$ cat src/rtl/ipc_mbox_pkg.sv
package ipc_mbox_pkg;

    localparam int NUM_CH   = 6;
    localparam int NUM_SRC  = 28;
    localparam int ADDR_W   = 4;
    localparam int DATA_W   = 32;
    localparam int ACK_BASE = 8;
    localparam int FLAG_LSB = DATA_W - NUM_SRC;
    localparam int CH_W     = $clog2(NUM_CH);
    localparam int TRIG_BIT = 0;

    typedef logic [NUM_SRC-1:0] flags_t;

    typedef enum logic [1:0] {
        VIEW_NONE  = 2'd0,
        VIEW_RAISE = 2'd1,
        VIEW_ACK   = 2'd2
    } view_e;

    typedef struct packed {
        view_e           view;
        logic [CH_W-1:0] ch;
    } dec_t;

    function automatic dec_t decode(input logic [ADDR_W-1:0] a);
        dec_t d;
        d.view = VIEW_NONE;
        d.ch   = '0;
        if (a < ADDR_W'(NUM_CH)) begin
            d.view = VIEW_RAISE;
            d.ch   = CH_W'(a);
        end else if (a >= ADDR_W'(ACK_BASE) && a < ADDR_W'(ACK_BASE + NUM_CH)) begin
            d.view = VIEW_ACK;
            d.ch   = CH_W'(a - ADDR_W'(ACK_BASE));
        end
        return d;
    endfunction

    function automatic logic [DATA_W-1:0] pack_flags(input flags_t f);
        return {f, {FLAG_LSB{1'b0}}};
    endfunction

endpackage

$ cat src/rtl/ipc_mbox_decode.sv
module ipc_mbox_decode
    import ipc_mbox_pkg::*;
(
    input  logic              clk,
    input  logic              rst,
    input  logic [ADDR_W-1:0] addr,
    input  logic              wr_en,
    output logic [NUM_CH-1:0] set_we,
    output logic [NUM_CH-1:0] clr_we,
    output logic              rd_hit,
    output logic [CH_W-1:0]   rd_ch
);

    dec_t dec;

    always_comb begin
        dec = decode(addr);
        rd_hit = (dec.view != VIEW_NONE);
        rd_ch  = dec.ch;
    end

    for (genvar c = 0; c < NUM_CH; c++) begin : g_strobe
        always_comb begin
            set_we[c] = wr_en && dec.view == VIEW_RAISE && dec.ch == CH_W'(c);
            clr_we[c] = wr_en && dec.view == VIEW_ACK   && dec.ch == CH_W'(c);
        end
    end

    // one port, so at most one channel strobe per cycle
    a_r6_single_strobe: assert property (@(posedge clk) disable iff (rst)
        $onehot0({set_we, clr_we}));

    // an unmapped write reaches no channel
    a_r7_hole_no_strobe: assert property (@(posedge clk) disable iff (rst)
        (wr_en && !rd_hit) |-> (set_we == '0 && clr_we == '0));

endmodule

$ cat src/rtl/ipc_mbox_channel.sv
module ipc_mbox_channel
    import ipc_mbox_pkg::*;
(
    input  logic   clk,
    input  logic   rst,
    input  logic   set_we,
    input  logic   clr_we,
    input  logic   trig,
    input  flags_t wr_bits,
    output flags_t flags,
    output logic   irq
);

    flags_t set_mask;
    flags_t clr_mask;
    flags_t flags_nxt;

    always_comb begin
        set_mask  = set_we ? wr_bits : '0;
        clr_mask  = clr_we ? wr_bits : '0;
        // a set beats a clear of the same flag
        flags_nxt = (flags & ~clr_mask) | set_mask;
    end

    always_ff @(posedge clk) begin
        if (rst) begin
            flags <= '0;
            irq   <= 1'b0;
        end else begin
            flags <= flags_nxt;
            irq   <= trig && set_we;
        end
    end

    // ones written through the raise view are set next cycle
    a_r2_set_lands: assert property (@(posedge clk) disable iff (rst)
        set_we |=> ((flags & $past(wr_bits)) == $past(wr_bits)));

    // ones written through the acknowledge view are cleared next cycle
    a_r3_clear_lands: assert property (@(posedge clk) disable iff (rst)
        (clr_we && !set_we) |=> ((flags & $past(wr_bits)) == '0));

    // flags do not move without a write to this channel
    a_r2_hold_idle: assert property (@(posedge clk) disable iff (rst)
        (!set_we && !clr_we) |=> $stable(flags));

    // a trigger write pulses the interrupt in the next cycle
    a_r5_pulse_follows: assert property (@(posedge clk) disable iff (rst)
        (set_we && trig) |=> irq);

    // no pulse without a raise-view trigger write
    a_r5_no_spurious: assert property (@(posedge clk) disable iff (rst)
        !(set_we && trig) |=> !irq);

endmodule

$ cat src/rtl/ipc_mbox.sv
module ipc_mbox
    import ipc_mbox_pkg::*;
(
    input  logic              clk,
    input  logic              rst,
    input  logic [ADDR_W-1:0] reg_addr,
    input  logic              reg_wr_en,
    input  logic [DATA_W-1:0] reg_wdata,
    output logic [DATA_W-1:0] reg_rdata,
    output logic [NUM_CH-1:0] irq_pulse
);

    logic [NUM_CH-1:0]         set_we;
    logic [NUM_CH-1:0]         clr_we;
    logic                      rd_hit;
    logic [CH_W-1:0]           rd_ch;
    flags_t                    ch_flags [NUM_CH];
    logic [NUM_CH*NUM_SRC-1:0] flags_flat;
    flags_t                    wr_bits;
    logic                      wr_trig;

    assign wr_bits = reg_wdata[DATA_W-1:FLAG_LSB];
    assign wr_trig = reg_wdata[TRIG_BIT];

    ipc_mbox_decode u_decode (
        .clk    (clk),
        .rst    (rst),
        .addr   (reg_addr),
        .wr_en  (reg_wr_en),
        .set_we (set_we),
        .clr_we (clr_we),
        .rd_hit (rd_hit),
        .rd_ch  (rd_ch)
    );

    for (genvar c = 0; c < NUM_CH; c++) begin : g_ch
        ipc_mbox_channel u_ch (
            .clk     (clk),
            .rst     (rst),
            .set_we  (set_we[c]),
            .clr_we  (clr_we[c]),
            .trig    (wr_trig),
            .wr_bits (wr_bits),
            .flags   (ch_flags[c]),
            .irq     (irq_pulse[c])
        );
        assign flags_flat[c*NUM_SRC +: NUM_SRC] = ch_flags[c];
    end

    always_comb begin
        reg_rdata = '0;
        for (int c = 0; c < NUM_CH; c++) begin
            if (rd_hit && rd_ch == CH_W'(c))
                reg_rdata = pack_flags(ch_flags[c]);
        end
    end

    // the low nibble of any read is zero
    a_r4_low_bits_zero: assert property (@(posedge clk) disable iff (rst)
        reg_rdata[FLAG_LSB-1:0] == '0);

    // unmapped offsets read zero
    a_r7_hole_reads_zero: assert property (@(posedge clk) disable iff (rst)
        !rd_hit |-> reg_rdata == '0);

    // unmapped writes leave every flag alone
    a_r7_hole_write_ignored: assert property (@(posedge clk) disable iff (rst)
        (reg_wr_en && !rd_hit) |=> $stable(flags_flat));

    // at most one channel pulses per cycle
    a_r6_one_irq: assert property (@(posedge clk) disable iff (rst)
        $onehot0(irq_pulse));

endmodule

$ cat config.mk
export PLATFORM = sky130hd
export DESIGN_NAME = ipc_mbox
export DESIGN_NICKNAME = d
export VERILOG_FILES = /design/src/rtl/ipc_mbox_pkg.sv /design/src/rtl/ipc_mbox_decode.sv /design/src/rtl/ipc_mbox_channel.sv /design/src/rtl/ipc_mbox.sv
export SDC_FILE = /design/constraint.sdc
export NUM_CORES = 1
export LEC_CHECK = 0
export BUFFER_PORTS_ARGS = -buffer_cell sky130_fd_sc_hd__buf_4
export CORE_MARGIN = 5
export CORE_UTILIZATION = 30
export DETAILED_ROUTE_END_ITERATION = 8
export PLACE_DENSITY = 0.51
export SLEW_MARGIN = 30
export SYNTH_ARGS = -nofsm -noshare
export SYNTH_HDL_FRONTEND = slang
export SYNTH_SLANG_ARGS = --single-unit
$ cat constraint.sdc
create_clock -name clk -period 2.08 [get_ports clk]
set_input_delay 0.416 -clock clk [delete_from_list [all_inputs] [get_ports clk]]
set_output_delay 0.416 -clock clk [all_outputs]
set_load 0.02 [all_outputs]
# After elaboration in Yosys (flattened, before gate mapping)
# Index checks and enable logic that the tools add are counted.
[classes]
reduce_logical = 29
div = 0
mux = 20
order_cmp = 3
shift = 0
n_eq_ne = 7
bitwise = 18
add_sub_neg = 1
mul = 0
[op_table]
columns = ["op", "count"]
rows = [
  ["$mux W28", 12],
  ["$mux W32", 6],
  ["$and A28 B28 Y28", 6],
  ["$not A28 Y28", 6],
  ["$or A28 B28 Y28", 6],
  ["$logic_and A1 B1 Y1", 27],
  ["$mux W5", 2],
  ["$eq A3 B2 Y1 const B", 2],
  ["$eq A3 B3 Y1 const B", 2],
  ["$ge A4 B4 Y1 const B", 1],
  ["$lt A4 B3 Y1 const B", 1],
  ["$lt A4 B4 Y1 const B", 1],
  ["$eq A3 B1 Y1 const B", 1],
  ["$logic_not A3 Y1", 1],
  ["$sub A3 B1 Y3 const B", 1],
  ["$eq A2 B1 Y1 const B", 1],
  ["$eq A2 B2 Y1 const B", 1],
  ["$reduce_bool A2 Y1", 1],
]
[totals]
romBits = 0
n_memories = 0
mem_bits_rw = 0
latch_bits = 0
input_bits = 39
word_cells = 90
reg_bits = 174

# Longest topological paths before layout
# Gate-level depths: netlist of run 1.
[depth]
word_depth = 12
depth_mapped = 6
depth_no_buf = 3

# By module
# Synthesis of run 1 repeated with hierarchy kept, for this count alone.
[unflattened]
hier_cells = 982
hier_area_um2 = 9511.6
[by_module_without_submodules]
columns = ["mod", "seq_area_each_um2", "area_each_um2", "cells_each", "instances"]
rows = [
  ["ipc_mbox_channel", 580.6, 1263.7, 124, 6],
  ["ipc_mbox", 0.0, 1799.2, 214, 1],
  ["ipc_mbox_decode", 0.0, 130.1, 24, 1],
]

# Worst setup path after synthesis of run 1
# No wires, ideal clock.
[synth_path]
path_kind = "input to output"
start = "in reg_addr[1]"
end = "out reg_rdata[12]"
setup_slack_ps = 188
t_arrival_ps = 1476
required_time_ps = 1664
path_stages = 5
path_cell_list = "buf_2 > clkbuf_1 > nand3b_1 > o21a_1 > o221ai_1"
[synth_via]
elab_chain_cells = 12
word_cells_on_any_way = 26
classes_between = "add/sub (1); order compare (3); eq/ne (5); mux (8); reduce/logical (9)"
[synth_lines]
columns = ["element", "line", "source"]
rows = [
  ["start, declared", "ipc_mbox.sv:6", "input logic [ADDR_W-1:0] reg_addr,"],
  ["$ge A4 B4 Y1 / $lt A4 B4 Y1 (equally long branches)", "ipc_mbox_pkg.sv:32", "end else if (a >= ADDR_W'(ACK_BASE) && a < ADDR_W'(ACK_BASE + NUM_CH)) begin"],
  ["$logic_and A1 B1 Y1", "ipc_mbox_pkg.sv:32", ""],
  ["$mux W5", "ipc_mbox_pkg.sv:32", ""],
  ["$mux W5 *", "ipc_mbox_pkg.sv:29", "if (a < ADDR_W'(NUM_CH)) begin"],
  ["$logic_not A3 Y1 / $reduce_bool A2 Y1 (equally long branches)", "ipc_mbox.sv:53, ipc_mbox_decode.sv:18", ""],
  ["$logic_and A1 B1 Y1", "ipc_mbox.sv:53", "if (rd_hit && rd_ch == CH_W'(c))"],
  ["$mux W32 (5 in series)", "ipc_mbox.sv:53", ""],
  ["$mux W32 *", "ipc_mbox.sv:53", ""],
  ["end, declared", "ipc_mbox.sv:9", "output logic [DATA_W-1:0] reg_rdata,"],
]
# Mark *: on every way between the ends. The rest lies on a longest branch, timed or not.

# Worst setup path in the final report of run 1
[layout_path]
start = "in reg_addr[2]"
end = "out reg_rdata[29]"
# The elaborated chain is that of the path after synthesis.

==> results of run 1 <==
==> routing by layer <==
layer,wire length [microns],share of wire [%]
met2,11000,46
met4,177,0.74
met1,11700,49
met5,0,0
met3,926,3.9
==> cells by family after synthesis <==
| logic type | Yosys count | share of synthesized area (%) |
|---|---|---|
| compound gates | 96 | 10.8 |
| other cells | 1 | 0.0438 |
| mux | 184 | 21.8 |
| simple gates | 343 | 18.7 |
| buf+inv | 122 | 8.02 |
| flops | 174 | 40.7 |
==> power by group through the flow <==
stage / logic, mW / clock network (mW) / registers, mW
final: 0.677 / 3.27 / 3.39
after global routing: 0.728 / 3.50 / 3.40
after CTS: 0.678 / 3.36 / 3.39
after detailed placement: 0.674 / 0 / 3.47
after global placement: 0.673 / 0 / 3.47
after floorplan: 0.423 / 0 / 3.46
==> sequential cells by signal, indices dropped and copies added, names as in the netlist <==
register	count
g_ch.u_ch.irq	6
g_ch.u_ch.flags	168
==> stage by stage <==
step	power, mW	hold slack [ns]	worst slack [ns]	instance area [sq um]
detailed placement	4.14	0.451	-0.0149	9580
global placement	4.14	0.442	-0.141	9570
global route	7.63	0.238	-0.0132	10200
floorplan	3.89	0.435	0.188	8560
finish	7.34	0.246	0.0782	10200
CTS	7.43	0.227	0.0206	10200
==> layout by cell type (no fill, tap or decap), types with 17 or more instances in the layout <==
| master | n |
|---|---|
| nand2_1 | 252 |
| mux2i_1 | 168 |
| nand3b_1 | 41 |
| a32o_1 | 36 |
| dfxtp_1 | 174 |
| o221ai_1 | 24 |
| nand3_1 | 29 |
| clkbuf_16 | 17 |
| buf_4 | 121 |
| a32o_2 | 20 |
==> cells in the mapped netlist, drive strengths merged <==
cell type / instances / area (sq um)
inv: 3 / 11.3
nor4b: 2 / 47.6
nand3: 29 / 145
mux2i: 168 / 1680
o221ai: 28 / 245
a32o: 56 / 586
buf: 86 / 551
nor3: 1 / 5.00
and3: 1 / 6.26
nor2: 4 / 15.0
nor4: 1 / 21.3
or2: 2 / 15.0
nor2b: 1 / 6.26
mux2: 16 / 180
and4b: 2 / 20.0
clkbuf: 33 / 124
and4bb: 2 / 25.0
and3b: 2 / 17.5
nand3b: 41 / 308
conb: 1 / 3.75
nand2: 253 / 952
nand2b: 2 / 12.5
o21a: 12 / 90.1
dfxtp: 174 / 3480
==> cell type report <==
| type | count | share of cell area (%) |
|---|---|---|
| clock buffer | 17 | 4.16 |
| sequential | 174 | 34.1 |
| timing repair buffer | 137 | 12.0 |
| tap | 378 | 4.63 |
| clock inverter | 15 | 1.63 |
| multi-input combinational | 627 | 43.3 |
| inverter | 3 | 0.135 |
==> worst paths after layout <==
path / from / end / slack [ns] / cells past startpoint
worst max-delay path: reg_addr[2] / reg_rdata[29] / 0.08 / 6
worst min-delay path: reg_wdata[0] / g_ch[3].u_ch.irq$_SDFF_PP0_ / 0.25 / 2
worst max register to register: g_ch[3].u_ch.flags[21]$_SDFF_PP0_ / g_ch[3].u_ch.flags[21]$_SDFF_PP0_ / 1.43 / 1
worst min register to register: g_ch[0].u_ch.flags[13]$_SDFF_PP0_ / g_ch[0].u_ch.flags[13]$_SDFF_PP0_ / 0.46 / 2
==> results.tsv, run 1 <==
stage	metric	value	unit
power_and_ir_drop	leakage	4.50	nW
routing	drc	0	
clocking	clock-sinks	174	
clocking	clk_latency	0.42	ns
setup_path	worst-path-max-fanout	11	
setup_path	worstPathArrival	1.59	ns
power_and_ir_drop	pwr-share-clk	44.5	%
floorplanning	coreArea	27900	sq um
sta	max_slew_margin	63.1	%
setup_path	setup.worst_path.end_class	primary output	
grt	grt.busiest_layer	met2	
sta	rsz0062_at_grt	true	
placed_design	place.gp.congestion	0.699	
grt	grtUsageMet2	23.9	%
layout	fin_util	36.6	%
power_and_ir_drop	p_int	5.36	mW
setup_path	slowest_stage	o221ai_1	
setup_path	cp_slowest_stage_delay	0.28	ns
sta	finalMaxSlewViolations	0	
layout	seq_area	3480	sq um
grt	grt_pass1_vias	6476	
layout	multiInputGateArea	4430	sq um
sta	hold_violations	0	
routing	drt_iter0_drc	511	
setup_path	cp_cell_sequence	buf_4 > buf_4 > nand2b_1 > buf_4 > o221ai_1 > buf_4	
power_and_ir_drop	power_density	718	nW/um^2
clocking	clock-root-buffer	clkbuf_16	
setup_path	path_delay_family	buffers and inverters	
floorplanning	die_area	32000	sq um
routing	viasPerCell	4.87	
placed_design	port-buffer-count	69	
setup_path	crit_path_start_kind	input pin	
clocking	cts_max_level	4	
layout	antenna_cells	0	
sta	worst_pin_slew	0.549	ns
grt	overflow	0	
power_and_ir_drop	power_frac_seq	46.2	%
layout	syn2layout_area_growth	19.5	%
clocking	clk_pin_slew	0.07	ns
setup_path	path_class	in2out	
setup_path	crit_top_cell	buf_4	
sta	finClkSkew	0	ns
floorplanning	die_h	179	microns
power_and_ir_drop	switching_power	1.98	mW
grt	use_met1	20.9	%
clocking	cts_tree	done	
routing	firstDrtPassIters	5	
status	outcome	finished clean	
yosys	ys_types	31	
flow_run	maxCapViolCount	0	
setup_path	cp_num_buf_inv	4	
yosys	yosysWarnings	0	
sta	setup_violations	0	
placed_design	dp_hpwl	15.1	mm
sta	fmax	500	MHz
grt	grt_max_degree	92	
clocking	cts_max_path_buffers	2	
yosys	syn-cell-area	8550	sq um
grt	grt_pass1_wl	37.6	mm
floorplanning	rows	61	
floorplanning	initial_core_util	30.6	%
routing	routedWlPerCell	17.6	microns
clocking	cts_resized	3	
sta	setup_tns	0	ns
sta	period_needed	2.00	ns
layout	stdcell_count	1351	
grt	antenna_found_initial	0	
setup_path	required	1.66	ns
yosys	postSynthAreaPerCell	9.30	sq um
hold_path	hold_class	in2reg	
grt	track_usage	14.9	%
floorplanning	dieWidth	179	microns
layout	drive_gt1_share	22.7	%
power_and_ir_drop	switching_share	26.9	%
yosys	synth-seq-cells	174	
layout	final_nets	999	
yosys	ys_seq_area_share	40.7	%
routing	antenna_left	0	
yosys	postSynthCellCount	920	
clocking	cts_setup_buffers	0	
power_and_ir_drop	combPwrFrac	9.2	%
placed_design	dp_cells	1319	
power_and_ir_drop	vdd_drop_max	482	uV
floorplanning	ios	77	
routing	vias	6581	
routing	wirelength	23.8	mm
clocking	numCtsBuffers	17	
grt	grtUsageMet3	2.78	%
layout	num-fill-cells	2858	
clocking	ctsHoldBuffers	0	
sta	fin_crit_sh	96.2	%
(Power assumes the default switching activity.)
==> inputs of run 2 (changes only) <==
==> constraint.sdc (replaced) <==
create_clock -name clk -period 2.08 [get_ports clk]
set_input_delay 0.104 -clock clk [delete_from_list [all_inputs] [get_ports clk]]
set_output_delay 0.104 -clock clk [all_outputs]
set_load 0.02 [all_outputs]
==> results.tsv, run 2 (same netlist as run 1, synthesis figures left out) <==
stage	metric	value	unit	change
sta	fin_crit_sh	81.8	%	was 96.2%
clocking	cts_max_level	4		unchanged
layout	drive_gt1_share	18.5	%	was 22.7%
routing	firstDrtPassIters	4		was 5
sta	period_needed	1.70	ns	was 2.00 ns
setup_path	setup.worst_path.end_class	primary output		unchanged
clocking	clk_latency	0.43	ns	was 0.42 ns
sta	setup_violations	0		unchanged
power_and_ir_drop	switching_share	25.4	%	was 26.9%
routing	wirelength	23.5	mm	was 23.8 mm
floorplanning	die_area	32000	sq um	unchanged
routing	vias	6709		was 6581
power_and_ir_drop	combPwrFrac	8.8	%	was 9.2%
routing	viasPerCell	4.99		was 4.87
power_and_ir_drop	leakage	4.43	nW	was 4.50 nW
clocking	cts_max_path_buffers	2		unchanged
setup_path	timing.rr.end	g_ch[3].u_ch.flags[19]$_SDFF_PP0_		was g_ch[3].u_ch.flags[21]$_SDFF_PP0_
routing	drc	0		unchanged
grt	grt_pass1_wl	36.8	mm	was 37.6 mm
floorplanning	dieWidth	179	microns	unchanged
grt	grt_pass1_vias	6399		was 6476
clocking	cts_tree	done		unchanged
flow_run	maxCapViolCount	0		unchanged
placed_design	port-buffer-count	69		unchanged
power_and_ir_drop	power_density	737	nW/um^2	was 718 nW/um^2
grt	track_usage	14.7	%	was 14.9%
layout	biggestRegsByFlops	g_ch.u_ch.flags: 168 flops, g_ch.u_ch.irq: 6 flops		unchanged
layout	top_register	g_ch.u_ch.flags		unchanged
sta	worst_pin_slew	0.602	ns	was 0.549 ns
clocking	clock-sinks	174		unchanged
floorplanning	die_h	179	microns	unchanged
setup_path	reg2reg_from	g_ch[3].u_ch.flags[19]$_SDFF_PP0_		was g_ch[3].u_ch.flags[21]$_SDFF_PP0_
setup_path	reg2regPathDepth	1		unchanged
sta	setup_tns	0	ns	unchanged
grt	overflow	0		unchanged
setup_path	reg2reg_slack	1.42	ns	was 1.43 ns
placed_design	place.gp.congestion	0.682		was 0.699
layout	mostFrequentLayoutCells	nand2_1, dfxtp_1, mux2i_1		unchanged
floorplanning	rows	61		unchanged
clocking	clock-root-buffer	clkbuf_16		unchanged
sta	rsz0062_at_grt	false		was true
floorplanning	ios	77		unchanged
power_and_ir_drop	pwr-share-clk	45.8	%	was 44.5%
power_and_ir_drop	switching_power	1.89	mW	was 1.98 mW
layout	final_nets	992		was 999
layout	syn2layout_area_growth	18.6	%	was 19.5%
hold_path	hold_path_startpoint	reg_addr[3]		was reg_wdata[0]
grt	grt_max_degree	75		was 92
placed_design	dp_hpwl	13.9	mm	was 15.1 mm
layout	fin_util	36.3	%	was 36.6%
sta	fmax	588	MHz	was 500 MHz
layout	largest_reg_flops	168		unchanged
setup_path	worst-path-max-fanout	2		was 11
routing	drt_iter0_drc	433		was 511
placed_design	preCtsSetupSlack	0.266	ns	was -0.0149 ns
hold_path	hold_class	in2reg		unchanged
power_and_ir_drop	p_int	5.57	mW	was 5.36 mW
clocking	numCtsBuffers	17		unchanged
hold_path	min_to	g_ch[0].u_ch.irq$_SDFF_PP0_		was g_ch[3].u_ch.irq$_SDFF_PP0_
clocking	cts_setup_buffers	0		unchanged
grt	antenna_found_initial	1		was 0
sta	max_slew_margin	59.5	%	was 63.1%
sta	hold_violations	0		unchanged
layout	multiInputGateArea	4400	sq um	was 4430 sq um
sta	finalMaxSlewViolations	0		unchanged
power_and_ir_drop	vdd_drop_max	368	uV	was 482 uV
sta	finClkSkew	0	ns	unchanged
setup_path	worstPathArrival	1.60	ns	was 1.59 ns
hold_path	worstHoldPathCells	3		was 2
floorplanning	initial_core_util	30.6	%	unchanged
setup_path	required	1.98	ns	was 1.66 ns
layout	seq_area	3480	sq um	unchanged
power_and_ir_drop	power_frac_seq	45.4	%	was 46.2%
routing	routedWlPerCell	17.5	microns	was 17.6 microns
setup_path	crit_path_start_kind	register		was input pin
status	outcome	finished clean		unchanged
setup_path	path_class	reg2out		was in2out
clocking	clk_pin_slew	0.07	ns	about the same
floorplanning	coreArea	27900	sq um	unchanged
routing	antenna_left	0		unchanged
layout	final_common_cell	nand2_1		unchanged
layout	num-fill-cells	2837		was 2858
sta	fin_ws	0.378	ns	was 0.0782 ns
[run 2: worst max path at each step]
stage | from | to | cells past startpoint
after floorplan | reg_addr[1] | reg_rdata[12] | 5
after global placement | reg_addr[1] | g_ch[4].u_ch.flags[23]$_SDFF_PP0_ | 4
after detailed placement | reg_addr[1] | g_ch[4].u_ch.flags[5]$_SDFF_PP0_ | 4
after CTS | reg_wr_en | g_ch[4].u_ch.flags[26]$_SDFF_PP0_ | 5
after global routing | g_ch[1].u_ch.flags[14]$_SDFF_PP0_ | reg_rdata[18] | 4
final | g_ch[1].u_ch.flags[14]$_SDFF_PP0_ | reg_rdata[18] | 4
[run 2: timing repair]
action	in CTS	in global routing
endpoints found under the hold margin	170	0
hold buffers	30	0
resized for setup	0	0
[run 2: critical path, cell delays in order (launching register included)]
cell and delay (ns):
dfxtp_1 0.33, mux2i_1 0.07, o21a_1 0.18, o221ai_1 0.37, buf_4 0.23
[run 2: area by class of cell]
type,count,share of cell area [%]
timing repair buffer,130,11.3
clock buffer,18,4.33
antenna,1,0.0247
inverter,3,0.136
multi-input combinational,627,43.4
clock inverter,14,1.78
sequential,174,34.4
tap,378,4.66
[run 2: metrics by stage]
stage	power, mW	area [sq um]	std cells	hold slack [ns]
after floorplan	3.89	8560	923	0.236
after global placement	4.08	9210	1282	0.364
after detailed placement	4.08	9210	1282	0.366
after CTS	7.56	10100	1344	0.0287
after global routing	7.76	10100	1345	0.0656
final	7.47	10100	1345	0.0593
[run 2: power groups by stage]
stage          Combinational, mW  Clock, mW  Sequential [mW]
3_5_place_dp               0.613          0             3.47
5_1_grt                    0.707       3.65             3.40
2_1_floorplan              0.423          0             3.46
4_1_cts                    0.662       3.51             3.39
6_report                   0.658       3.42             3.39
3_3_place_gp               0.613          0             3.47
[run 2: layer usage]
layer,GRT usage (%),share of wire (%),vias to the layer above
li1,-,-,3271
met1,20.5,50,3316
met2,23.8,46,104
met3,2.57,3.3,18
met4,3.55,0.89,0
met5,0,0,-
==> inputs of run 3 (changes only) <==
Settings changed: ABC_AREA from default to 1, PLACE_DENSITY 0.51 to 0.53.
Clock period 2.08 ns to 1.4 ns, I/O delays scaled along.
==> results.tsv, run 3 <==
stage	metric	value	unit	change
floorplanning	rows	60		was 61
setup_path	path_class	reg2out		unchanged
placed_design	dp_cells	1654		was 1282
sta	fmax	710	MHz	
grt	overflow	0		unchanged
yosys	yosys.area.top_type_share	42.9	%	was 40.7%
clocking	clk_pin_slew	0.07	ns	about the same
placed_design	dp_hpwl	16.9	mm	was 13.9 mm
clocking	cts_tree	done		unchanged
layout	design_area	10300	sq um	was 10100 sq um
layout	stdcell_count	1717		was 1345
floorplanning	die_area	30500	sq um	was 32000 sq um
grt	grt_pass1_wl	41.8	mm	was 36.8 mm
floorplanning	initial_core_util	30.3	%	was 30.6%
sta	setup_violations	1		was 0
routing	viasPerCell	4.69		was 4.99
yosys	ys.flop_type	dfxtp_1		unchanged
layout	final_nets	1401		was 992
power_and_ir_drop	vdd_drop_max	619	uV	was 368 uV
yosys	postSynthCellCount	1280		was 920
clocking	clock-root-buffer	clkbuf_16		unchanged
layout	mostFrequentLayoutCells	nand2_1, a21oi_1, dfxtp_1		was nand2_1, dfxtp_1, mux2i_1
yosys	synth_edf_count	0		unchanged
grt	grt_max_degree	47		was 75
sta	finalMaxSlewViolations	0		unchanged
layout	largest_reg_flops	168		unchanged
setup_path	slowest_stage	dfxtp_2		was o221ai_1
routing	firstDrtPassIters	5		was 4
setup_path	required	1.33	ns	was 1.98 ns
grt	track_usage	17.2	%	was 14.7%
power_and_ir_drop	leakage	3.55	nW	was 4.43 nW
power_and_ir_drop	power_density	1040	nW/um^2	was 737 nW/um^2
sta	finClkSkew	0	ns	unchanged
sta	period_needed	1.41	ns	
sta	rsz0062_at_grt	true		was false
placed_design	place_area	9360	sq um	was 9210 sq um
sta	fin_ws	-0.00879	ns	was 0.378 ns
yosys	yosysMostFrequentCell	nand2_1		unchanged
floorplanning	coreArea	26800	sq um	was 27900 sq um
yosys	synth_largest_area_cell	dfxtp_1		unchanged
hold_path	hold_class	in2reg		unchanged
routing	drc	0		unchanged
status	outcome	complete, but fails checks		was finished clean
yosys	ys_async_sr_fraction	0	%	unchanged
sta	hold_violations	0		unchanged
layout	biggestRegsByFlops	g_ch.u_ch.flags: 168 flops, g_ch.u_ch.irq: 6 flops		unchanged
sta	fin_crit_sh	101	%	
layout	drive_gt1_share	15.0	%	was 18.5%
setup_path	reg2reg_slack	0.79	ns	was 1.42 ns
floorplanning	dieWidth	175	microns	was 179 microns
flow_run	maxCapViolCount	0		unchanged
yosys	ys_top_cells_by_area	dfxtp_1, nand2_1, a21oi_1		was dfxtp_1, mux2i_1, nand2_1
clocking	clock-sinks	174		unchanged
yosys	yosysWarnings	0		unchanged
setup_path	setup.worst_path.end_class	primary output		unchanged
routing	antenna_left	0		unchanged
yosys	syn-cell-area	8130	sq um	was 8550 sq um
routing	drt_iter0_drc	575		was 433
layout	top_register	g_ch.u_ch.flags		unchanged
status	violations	setup timing		
clocking	clk_latency	0.43	ns	about the same
placed_design	port-buffer-count	69		unchanged
clocking	cts_max_level	4		unchanged
setup_path	cp_num_buf_inv	1		unchanged
yosys	ys_types	21		was 31
sta	setup_tns	-0.00879	ns	was 0 ns
grt	antenna_found_initial	1		unchanged
routing	routedWlPerCell	15.4	microns	was 17.5 microns
layout	final_common_cell	nand2_1		unchanged
floorplanning	ios	77		unchanged
power_and_ir_drop	p_total	10.8	mW	was 7.47 mW
floorplanning	die_h	175	microns	was 179 microns
routing	vias	8051		was 6709
grt	grt_pass1_vias	7258		was 6399
clocking	numCtsBuffers	17		unchanged
setup_path	crit_path_start_kind	register		unchanged
yosys	synth_common_cells	nand2_1, a21oi_1, dfxtp_1		was nand2_1, dfxtp_1, mux2i_1
routing	wirelength	26.5	mm	was 23.5 mm
setup_path	cp_slowest_stage_delay	0.32	ns	was 0.37 ns
setup_path	worst-path-max-fanout	2		unchanged
setup_path	worstPathArrival	1.34	ns	was 1.60 ns
placed_design	place.gp.congestion	0.760		was 0.682
yosys	ys_seq_area_share	42.9	%	was 40.7%
setup_path	path_delay_family	simple AND/OR/NAND/NOR gates		was compound AO/OA/AOI/OAI gates
layout	syn2layout_area_growth	27.3	%	was 18.6%
setup_path	cp_cell_sequence	nand3_1 > nand2_1 > nor2_1 > nand4_1 > buf_6		was mux2i_1 > o21a_1 > o221ai_1 > buf_4
yosys	synth-seq-cells	174		unchanged
clocking	cts_max_path_buffers	2		unchanged
yosys	postSynthAreaPerCell	6.35	sq um	was 9.30 sq um
-- run 3: cell count changes in the layout (fill, tap and decap cells not counted), moves of 20 or more --
cell,before,now
nand3b_1,41,0
a21oi_1,0,185
mux2i_1,168,0
a32o_2,20,0
a32o_1,36,0
nor2_1,3,65
inv_1,2,47
nand2_1,252,616
o221ai_1,28,0
-- run 3: worst reg2reg max path, stage by stage (launching register included) --
cell and delay (ns):
dfxtp_1 0.34, nand2_1 0.06, a21oi_1 0.14
-- run 3: through the flow --
step	setup slack, ns	utilization [%]	hold slack, ns
finish	-0.00879	38.6	0.0167
global route	-0.0705	38.6	0.0371
CTS	-0.0389	38.2	0.0000771
detailed placement	-0.105	34.9	0.402
global placement	-0.0836	34.9	0.399
floorplan	0.253	-	0.247
-- run 3: cell families after synthesis --
kind of cell | after synthesis | share of synthesized area (%)
AOI/OAI and AO/OA | 185 | 11.4
buffers and inverters | 152 | 8.07
DFF | 174 | 42.9
other | 1 | 0.0461
and+or+nand+nor | 768 | 37.6
-- run 3: power breakdown --
| part | switching, mW | total (mW) | internal [mW] |
|---|---|---|---|
| sequential | 0.0247 | 5.02 | 5.00 |
| clock | 2.17 | 4.89 | 2.72 |
| combinational | 0.560 | 0.866 | 0.306 |
-- run 3: path summary, 6_finish.rpt --
| check | start | to | cells past startpoint |
|---|---|---|---|
| max | g_ch[0].u_ch.flags[18]$_SDFF_PP0_ | reg_rdata[22] | 5 |
| min | reg_wdata[0] | g_ch[5].u_ch.irq$_SDFF_PP0_ | 3 |
| max reg2reg | g_ch[0].u_ch.flags[23]$_SDFF_PP0_ | g_ch[0].u_ch.flags[23]$_SDFF_PP0_ | 2 |
| min reg2reg | g_ch[0].u_ch.flags[7]$_SDFF_PP0_ | g_ch[0].u_ch.flags[7]$_SDFF_PP0_ | 2 |
-- run 3: repair_timing --
action | CTS | global route
gates resized for setup | 5 | 32
endpoints found under the setup margin | 23 | 28
setup buffers | 0 | 1
pin swaps | 1 | 8
hold buffers | 28 | 0
hold endpoints to repair | 168 | 0
gates cloned | 0 | 1
-- run 3: layout make-up --
cell class,count,area [sq um]
Tap cell,341,427
Timing Repair Buffer,157,1570
Fill cell,2848,16500
Multi-Input combinational cell,957,4050
Timing Repair inverter,1,6.26
Antenna cell,1,2.50
Sequential cell,174,3490
Clock inverter,13,151
Clock buffer,19,443
Inverter,54,211
-- run 3: layer usage --
| layer | part of all wire (%) | vias to the layer above | track usage [%] |
|---|---|---|---|
| li1 | - | 4138 | - |
| met1 | 49 | 3692 | 24.9 |
| met2 | 45 | 199 | 27.1 |
| met3 | 4.8 | 22 | 2.27 |
| met4 | 1.4 | 0 | 4.42 |
| met5 | 0 | - | 0 |
